### src/rtl/pmm_pkg.sv
package pmm_pkg;
  localparam int WORD_W  = 32;
  localparam int INSTR_W = 64;
  localparam int IMM_W   = 20;
  localparam int BYTE_W  = WORD_W / 4;
  localparam int HALF_W  = WORD_W / 2;
  localparam int EXT_W   = WORD_W + 1;

  typedef enum logic [2:0] {
    POST_INS_HI16 = 3'd0,
    POST_INS_LO16 = 3'd1,
    POST_INS_B0   = 3'd2,
    POST_INS_B2   = 3'd3,
    POST_ADD      = 3'd4,
    POST_MIN      = 3'd5,
    POST_MAX      = 3'd6,
    POST_PASS     = 3'd7
  } post_op_e;

  typedef enum logic [1:0] {
    SZ_8  = 2'd0,
    SZ_16 = 2'd1,
    SZ_32 = 2'd2
  } lane_size_e;

  typedef struct packed {
    lane_size_e size;
    logic [1:0] sel;
    logic       sgn;
  } operand_ctl_t;

  typedef struct packed {
    operand_ctl_t      a;
    operand_ctl_t      b;
    logic              b_is_reg;
    logic [WORD_W-1:0] imm_ext;
    logic              want_max;
    logic              sat;
    logic              dst_sgn;
    post_op_e          post;
  } op_ctl_t;

  function automatic lane_size_e size_of(input logic [1:0] code);
    case (code)
      2'd3:    return SZ_32;
      2'd2:    return SZ_16;
      default: return SZ_8;
    endcase
  endfunction

  function automatic logic [1:0] sel_of(input lane_size_e sz, input logic [1:0] raw);
    case (sz)
      SZ_16:   return {1'b0, raw[0]};
      SZ_32:   return 2'd0;
      default: return raw;
    endcase
  endfunction
endpackage

### src/rtl/pmm_decode.sv
module pmm_decode
  import pmm_pkg::*;
(
  input  logic [INSTR_W-1:0] instr,
  output op_ctl_t            ctl
);
  localparam int A_SEL_LO  = 36;
  localparam int A_SZ_LO   = 37;
  localparam int B_SEL_LO  = 28;
  localparam int B_SZ_LO   = 29;
  localparam int IMM_LO    = 16;
  localparam int A_SGN_BIT = 48;
  localparam int B_SGN_BIT = 49;
  localparam int B_REG_BIT = 50;
  localparam int POST_LO   = 51;
  localparam int DSGN_BIT  = 54;
  localparam int SAT_BIT   = 55;
  localparam int MAX_BIT   = 56;

  lane_size_e        a_size, b_size;
  logic [IMM_W-1:0]  imm_raw;
  logic              unused_instr_bits;

  assign unused_instr_bits = ^{instr[INSTR_W-1:MAX_BIT+1], instr[A_SGN_BIT-1:A_SZ_LO+2],
                               instr[IMM_LO-1:0]};

  always_comb begin
    a_size  = size_of(instr[A_SZ_LO +: 2]);
    b_size  = size_of(instr[B_SZ_LO +: 2]);
    imm_raw = instr[IMM_LO +: IMM_W];

    ctl.a.size = a_size;
    ctl.a.sel  = sel_of(a_size, instr[A_SEL_LO +: 2]);
    ctl.a.sgn  = instr[A_SGN_BIT];

    ctl.b.size = b_size;
    ctl.b.sel  = sel_of(b_size, instr[B_SEL_LO +: 2]);
    ctl.b.sgn  = instr[B_SGN_BIT];

    ctl.b_is_reg = instr[B_REG_BIT];
    ctl.imm_ext  = {{(WORD_W-IMM_W){instr[B_SGN_BIT] & imm_raw[IMM_W-1]}}, imm_raw};
    ctl.want_max = instr[MAX_BIT];
    ctl.sat      = instr[SAT_BIT];
    ctl.dst_sgn  = instr[DSGN_BIT];
    ctl.post     = post_op_e'(instr[POST_LO +: 3]);
  end
endmodule

### src/rtl/pmm_lane_extract.sv
module pmm_lane_extract
  import pmm_pkg::*;
(
  input  logic [WORD_W-1:0] raw,
  input  operand_ctl_t      ctl,
  output logic [EXT_W-1:0]  ext
);
  localparam int SH_W = $clog2(WORD_W);

  logic [SH_W-1:0]   shamt;
  logic [WORD_W-1:0] shifted;
  logic              unused_shift_bits;

  assign unused_shift_bits = ^shifted[WORD_W-1:HALF_W];

  always_comb begin
    case (ctl.size)
      SZ_8:    shamt = SH_W'(ctl.sel) * SH_W'(BYTE_W);
      SZ_16:   shamt = SH_W'(ctl.sel) * SH_W'(HALF_W);
      default: shamt = '0;
    endcase
    shifted = raw >> shamt;
  end

  always_comb begin
    case (ctl.size)
      SZ_8:    ext = {{(EXT_W-BYTE_W){ctl.sgn & shifted[BYTE_W-1]}}, shifted[BYTE_W-1:0]};
      SZ_16:   ext = {{(EXT_W-HALF_W){ctl.sgn & shifted[HALF_W-1]}}, shifted[HALF_W-1:0]};
      default: ext = {ctl.sgn & raw[WORD_W-1], raw};
    endcase
  end
endmodule

### src/rtl/pmm_select.sv
module pmm_select
  import pmm_pkg::*;
(
  input  logic [EXT_W-1:0]  a_ext,
  input  logic [EXT_W-1:0]  b_ext,
  input  logic              a_sgn,
  input  logic              b_sgn,
  input  logic              want_max,
  input  logic              sat,
  input  logic              dst_sgn,
  output logic [WORD_W-1:0] value
);
  localparam logic [WORD_W-1:0] SIGNED_TOP = {1'b0, {(WORD_W-1){1'b1}}};

  logic              a_lt_b;
  logic              take_a;
  logic              res_sgn;
  logic [WORD_W-1:0] chosen;

  always_comb begin
    a_lt_b  = $signed(a_ext) < $signed(b_ext);
    take_a  = want_max ? !a_lt_b : a_lt_b;
    chosen  = take_a ? a_ext[WORD_W-1:0] : b_ext[WORD_W-1:0];
    res_sgn = (a_sgn == b_sgn) ? a_sgn : !want_max;

    value = chosen;
    if (sat) begin
      if (dst_sgn && !res_sgn && chosen[WORD_W-1]) begin
        value = SIGNED_TOP;
      end else if (!dst_sgn && res_sgn && chosen[WORD_W-1]) begin
        value = '0;
      end
    end
  end
endmodule

### src/rtl/pmm_post.sv
module pmm_post
  import pmm_pkg::*;
(
  input  logic [WORD_W-1:0] value,
  input  logic [WORD_W-1:0] src_c,
  input  post_op_e          post,
  input  logic              dst_sgn,
  output logic [WORD_W-1:0] out
);
  logic val_lt_c;

  always_comb begin
    val_lt_c = dst_sgn ? ($signed(value) < $signed(src_c)) : (value < src_c);
    case (post)
      POST_INS_HI16: out = {value[HALF_W-1:0], src_c[HALF_W-1:0]};
      POST_INS_LO16: out = {src_c[WORD_W-1:HALF_W], value[HALF_W-1:0]};
      POST_INS_B0:   out = {src_c[WORD_W-1:BYTE_W], value[BYTE_W-1:0]};
      POST_INS_B2:   out = {src_c[WORD_W-1:3*BYTE_W], value[BYTE_W-1:0], src_c[HALF_W-1:0]};
      POST_ADD:      out = value + src_c;
      POST_MIN:      out = val_lt_c ? value : src_c;
      POST_MAX:      out = val_lt_c ? src_c : value;
      default:       out = value;
    endcase
  end
endmodule

### src/rtl/packed_minmax_unit.sv
module packed_minmax_unit
  import pmm_pkg::*;
(
  input  logic               clk,
  input  logic               rst_n,
  input  logic               in_valid,
  input  logic [INSTR_W-1:0] instr,
  input  logic [WORD_W-1:0]  src_a,
  input  logic [WORD_W-1:0]  src_b,
  input  logic [WORD_W-1:0]  src_c,
  output logic               out_valid,
  output logic [WORD_W-1:0]  result
);
  op_ctl_t           ctl;
  logic [EXT_W-1:0]  a_ext;
  logic [EXT_W-1:0]  b_reg_ext;
  logic [EXT_W-1:0]  b_ext;
  logic [WORD_W-1:0] picked;
  logic [WORD_W-1:0] post_out;

  logic              valid_d, valid_q;
  logic [WORD_W-1:0] result_d, result_q;

  pmm_decode u_decode (
    .instr (instr),
    .ctl   (ctl)
  );

  pmm_lane_extract u_ext_a (
    .raw (src_a),
    .ctl (ctl.a),
    .ext (a_ext)
  );

  pmm_lane_extract u_ext_b (
    .raw (src_b),
    .ctl (ctl.b),
    .ext (b_reg_ext)
  );

  assign b_ext = ctl.b_is_reg ? b_reg_ext
                              : {ctl.b.sgn & ctl.imm_ext[WORD_W-1], ctl.imm_ext};

  pmm_select u_select (
    .a_ext    (a_ext),
    .b_ext    (b_ext),
    .a_sgn    (ctl.a.sgn),
    .b_sgn    (ctl.b.sgn),
    .want_max (ctl.want_max),
    .sat      (ctl.sat),
    .dst_sgn  (ctl.dst_sgn),
    .value    (picked)
  );

  pmm_post u_post (
    .value   (picked),
    .src_c   (src_c),
    .post    (ctl.post),
    .dst_sgn (ctl.dst_sgn),
    .out     (post_out)
  );

  always_comb begin
    valid_d  = in_valid;
    result_d = in_valid ? post_out : result_q;
  end

  always_ff @(posedge clk or negedge rst_n) begin
    if (!rst_n) begin
      valid_q  <= 1'b0;
      result_q <= '0;
    end else begin
      valid_q  <= valid_d;
      result_q <= result_d;
    end
  end

  assign out_valid = valid_q;
  assign result    = result_q;
endmodule

### config.mk
export PLATFORM = sky130hd
export DESIGN_NAME = packed_minmax_unit
export DESIGN_NICKNAME = d
export VERILOG_FILES = /design/src/rtl/pmm_pkg.sv /design/src/rtl/pmm_decode.sv /design/src/rtl/pmm_lane_extract.sv /design/src/rtl/pmm_select.sv /design/src/rtl/pmm_post.sv /design/src/rtl/packed_minmax_unit.sv
export SDC_FILE = /design/constraint.sdc
export NUM_CORES = 1
export LEC_CHECK = 0
export BUFFER_PORTS_ARGS = -buffer_cell sky130_fd_sc_hd__buf_4
export CAP_MARGIN = 10
export CORE_AREA = 3 3 119 121
export CTS_CLUSTER_SIZE = 14
export DETAILED_ROUTE_END_ITERATION = 10
export DIE_AREA = 0 0 122 124
export PLACE_DENSITY = 0.88
export SLEW_MARGIN = 25
export SYNTH_ARGS = -nofsm -noshare
export SYNTH_HDL_FRONTEND = slang
export SYNTH_SLANG_ARGS = --single-unit
### constraint.sdc
create_clock -name clk -period 1.6 [get_ports clk]
set_clock_uncertainty 0.1 [all_clocks]
set_input_delay 0.16 -clock clk [delete_from_list [all_inputs] [get_ports clk]]
set_output_delay 0.16 -clock clk [all_outputs]
set_load 0.01 [all_outputs]
==> reports/results.tsv, run 1 <==
stage	metric	value	unit
run_status	status	aborted with a tool error	
run_status	Failed at	clock tree synthesis (4_1_cts)	
synth	net count after synthesis	1399	
clock_tree	CTS H-tree depth	2	
floorplanning	Initial Util	0.6067	
synth	yosys warns	0	
placed_design	PortBufs	163	
placed_design	Placer Congestion	1.065	
synth	Avg Inst Size Synth	7.032	um2
synth	Mapped Cells	1138	
clock_tree	CTS sink count	33	
run_status	Err	[ERROR DPL-0038] Utilization greater than 100%, impossible to legalize	
clock_tree	clk buf depth	2	
clock_tree	Root Buffer Master	clkbuf_16	
clock_tree	TritonCTS Buffers	5	
synth	sequential fraction of the synthesis area	0.1032	
floorplanning	Die Y-Extent	124	um
clock_tree	hold bufs inserted after CTS	1	
synth	flops & latches, synth	33	
synth	Post-Synthesis Cell Area	0.008003	mm2
synth	top_reg_cell synth	dfrtp_1	
synth	EDFF count, synth	0	
floorplanning	num ports	196	
synth	Post-synth ARST share	1.000	
clock_tree	setup bufs post-CTS	40	
clock_tree	CTS resizes	209	
floorplanning	Rows	42	
synth	Synth cell types	90	
placed_design	DP HPWL	36400	um
floorplanning	die width	122	um
synth_stat cells (6+ instances only):
cell type    n  share of area
a221o_1     10          0.013
a221oi_1    31          0.034
nand4_1      6         0.0047
a21boi_0     6         0.0056
and2_1      11         0.0086
o21a_1      16          0.015
xnor2_1     21          0.023
o211ai_1     6         0.0056
mux4_2       6          0.017
o21bai_1    12          0.011
and3_1       6         0.0047
o21ai_1     15         0.0094
nand2_1     98          0.046
a211oi_1    14          0.013
nand2b_1    24          0.019
nor3b_1      6         0.0056
nand3_1     17          0.011
o22ai_1      7         0.0055
dfrtp_1     33           0.10
nor2_1     112          0.053
a21oi_1     96          0.060
xor2_1       9         0.0099
o31ai_1      7         0.0066
o21ai_0     70          0.044
nor4_1       7         0.0055
nor2b_1     20          0.016
ha_1        97           0.15
mux2_2       8          0.011
a21o_1      19          0.018
mux2i_1     33          0.041
inv_1      108          0.051
nor3_1      23          0.014
clkbuf_1    34          0.016
a31oi_1     33          0.026
buf_2       11         0.0069
cell families after synthesis:
kind of cell | synth area share
simple gates | 0.2162
flops | 0.1032
compound gates | 0.3410
buf+inv | 0.08193
xor+xnor | 0.03283
mux | 0.06942
fa+ha+maj | 0.1554
stage by stage:
stage | instances | worst slack, ps | hold slack (ps) | setup TNS (ps) | area (um2)
3_5_place_dp | 1819 | -6602 | 50.24 | -202920 | 12610
3_3_place_gp | 1819 | -6019 | 34.80 | -187030 | 12610
2_1_floorplan | 1138 | -5515 | -235.6 | -173540 | 8432
==> run 2, diff against run 1 <==
--- a/config.mk
+++ b/config.mk
@@ -7,11 +7,10 @@
 export LEC_CHECK = 0
 export BUFFER_PORTS_ARGS = -buffer_cell sky130_fd_sc_hd__buf_4
 export CAP_MARGIN = 10
-export CORE_AREA = 3 3 119 121
-export CTS_CLUSTER_SIZE = 14
+export CORE_AREA = 3 3 146 148
 export DETAILED_ROUTE_END_ITERATION = 10
-export DIE_AREA = 0 0 122 124
-export PLACE_DENSITY = 0.88
+export DIE_AREA = 0 0 149 151
+export PLACE_DENSITY_LB_ADDON = 0.15
 export SLEW_MARGIN = 25
 export SYNTH_ARGS = -nofsm -noshare
 export SYNTH_HDL_FRONTEND = slang
==> run 2 against run 1 <==
Compared with the run above:
- the flow now finishes, with violations (setup timing)
- area after synthesis unchanged
- synthesized cell count did not move
==> reports/results.tsv, run 2 <==
stage	metric	value	unit	change
routing	Residual DRC	0		
critical_path	Setup crit end kind	flop		
synth	sequential fraction of the synthesis area	0.1032		unchanged
final_layout	most common cell after layout, fill and taps aside	buf_4		
pwr	total internal power	7.942	mW	
hold_path	hold_sp	src_c[4]		
final_layout	layout cells sized above 1	0.4949		
final_layout	multi-input logic area	0.007764	mm2	
placed_design	Area after DPL	0.01303	mm2	+3.4%
clock_tree	CTS tree	yes		
synth	Post-Synthesis Cell Area	0.008003	mm2	unchanged
timing	final cycle utilization of the critical path	4.666		
floorplanning	Rows	52		+24%
floorplanning	die width	149	um	+22%
critical_path	crit path launch type	input pin		
routing	post-route ant nets	0		
synth	top-area cell type share of the netlist area	0.1517		unchanged
pwr	Leak	7.157	nW	
floorplanning	num ports	196		unchanged
routing	total routed wirelength	38110	um	
synth	Synth top cells by count	nor2_1 (112), inv_1 (108), nand2_1 (98)		
placed_design	PortBufs	163		unchanged
hold_path	min-delay worst type	in2reg		
synth	EDFF count, synth	0		unchanged
final_layout	Seq. cell area	825.8	um2	
synth	flops & latches, synth	33		unchanged
clock_tree	CTS sink count	33		unchanged
flow_run	Max Cap Viol	0		
floorplanning	die area	0.02250	mm2	
clock_tree	TritonCTS Buffers	5		unchanged
pwr	PwrDens	969.9	mW/mm2	
critical_path	crit path max-delay cell type	or3_4		
routing	DR WL met3	2074	um	
clock_tree	Root Buffer Master	clkbuf_16		
pwr	Net Sw Frac	0.4435		
synth	yosys warns	0		unchanged
clock_tree	CTS H-tree depth	2		unchanged
placed_design	Placer Congestion	0.9961		-6.5%
timing	min cycle time layout	7466	ps	
timing	setup violators final	32		
timing	Slew @ Worst Pin	678.1	ps	
hold_path	hold depth	3		
pwr	Psw	6.330	mW	
synth	Mapped Cells	1138		unchanged
critical_path	Critical Path RT	1650	ps	
final_layout	Largest register FFs	32		
routing	wire length per cell	18.85	um	
grt	initial antenna violation count	0		
critical_path	slowest cell delay on critical path	440	ps	
placed_design	DP HPWL	30410	um	-16%
grt	grt total ovfl	0		
critical_path	Crit Reg-Reg Endpoint	result[20]		
critical_path	worst r2r path cells	3		
critical_path	CP arrival	7510	ps	
floorplanning	CORE AREA	0.02017	mm2	
pwr	combinational share of power	0.833		
run_status	status	finished with violations		
timing	setup TNS	-183590	ps	
clock_tree	clk buf depth	2		unchanged
final_layout	Antenna Cells	0		
critical_path	Reg2Reg Setup Slack	640	ps	
synth	top_reg_cell synth	dfrtp_1		
synth	area leader, netlist	ha_1		
placed_design	cell count after placement	1956		+7.5%
critical_path	worst r2r src	result[20]		
grt	largest net degree at the start of global routing	37		
final_layout	commonest non-fill, non-tap cells in the layout	buf_4 (619), nor2_1 (104), inv_1 (101)		
pwr	Max VDD drop	0.6088	mV	
timing	relative slew slack	0.5462		
synth	Avg Inst Size Synth	7.032	um2	unchanged
timing	final hold slack	60.18	ps	
synth	Post-synth ARST share	1.000		unchanged
final_layout	Syn-to-layout area delta	83.88	%	
hold_path	Worst Hold End	result[4]		
timing	RSZ-0062 raised after global routing	true		
final_layout	Fill cells	1637		
clock_tree	Clock Latency Late Sink	290	ps	
final_layout	final instance area	0.01472	mm2	
routing	DRT Pass-1 Iters	5		
routing	DR iter-0 viols	763		
critical_path	CP max FO	7		
placed_design	pre-CTS setup slack	-6509	ps	+92.52 ps
critical_path	critical path class	in2reg		
synth	Synth cell types	90		unchanged
routing	M1 WL	15530	um	
synth	top-count cell post-synth	nor2_1		
pwr	clock power share	0.083		
synth	most area-consuming cells after synthesis	ha_1 (15%), dfrtp_1 (10%), a21oi_1 (6.0%), nor2_1 (5.3%), inv_1 (5.1%)		
routing	routed wl met2	18710	um	
final_layout	Nets	2012		
run_status	failing checks	setup timing		
clock_tree	clock slew at reported path FFs	60	ps	
routing	vias per cell	5.586		
floorplanning	Die Y-Extent	151	um	+22%
routing	DR vias	11300		
timing	max-slew violation count	0		
pwr	Reg power frac	0.083		
synth	net count after synthesis	1399		unchanged
grt	GRT Util Overall	0.3220		
final_layout	Final Non-Filler Cells	2022		
grt	vias in the first global route	11300		
grt	global-route wire length before repair	57770	um	
timing	final hold viol count	0		
routing	max layer used	met4		
timing	Peak Freq	133.9	MHz	
floorplanning	Initial Util	0.3968		-0.2099
timing	Final WS setup	-5866	ps	
run 2: layer usage:
metal	track usage	vias to the layer above
met5	0	-
met4	0.1487	0
met3	0.04399	116
met2	0.5777	434
met1	0.3804	5330
li1	-	5415
run 2: critical path: cells and delay by family:
| kind | cells | cell delay [ps] |
|---|---|---|
| compound gates | 13 | 2650 |
| fa+ha+maj | 3 | 570 |
| buf+inv | 6 | 750 |
| mux | 2 | 680 |
| simple gates | 13 | 2720 |
run 2: area by class of cell:
class | count | area share
clock buffers | 7 | 0.009693
clock inverters | 1 | 0.002041
inverters | 109 | 0.02814
multi-input cells | 941 | 0.5276
flip-flops and latches | 33 | 0.05612
well taps | 270 | 0.02296
repair buffers | 661 | 0.3535
run 2: cell families (layout without fill, tap and decap cells):
family                   Yosys count  after routing  synth area share
multiplexers                      47             47           0.06942
XOR/XNOR                          30             30           0.03283
AND/OR/NAND/NOR                  359            359            0.2162
adder cells (fa/ha/maj)           99             99            0.1554
buffers and inverters            164            778           0.08193
AO/OA/AOI/OAI                    406            406            0.3410
flip-flops                        33             33            0.1032
run 2: worst max path at each step:
| stage | slack [ps] | endpoint | from | cells past startpoint |
|---|---|---|---|---|
| after floorplan | -5510 | result[24] | instr[38] | 36 |
| after global routing | -6080 | result[25] | instr[29] | 38 |
| final | -5870 | result[25] | instr[29] | 37 |
| after detailed placement | -6510 | result[23] | instr[30] | 37 |
| after global placement | -6350 | result[23] | instr[30] | 40 |
| after CTS | -5690 | result[16] | instr[29] | 37 |
run 2: power groups by stage:
stage	registers [mW]	logic, mW	clock network [mW]
finish	1.19	11.9	1.19
global route	1.21	12.8	1.23
CTS	1.19	11.1	1.19
detailed placement	1.20	10.1	0
global placement	1.19	9.99	0
floorplan	1.27	5.07	0
run 2: repair_timing:
item,in CTS,in global routing
hold endpoints to repair,33,0
pin swaps,81,80
setup buffers,40,20
resized for setup,138,71
cloned,1,0
setup endpoints to repair,32,32
hold buffers,1,0
run 2: through the flow:
step                total power [mW]    util
floorplan                      6.342       -
global placement               11.19  0.6462
detailed placement             11.28  0.6462
CTS                            13.45  0.7043
global route                   15.21  0.7296
finish                         14.27  0.7296
Note: power is estimated with default switching activity, not from simulation.
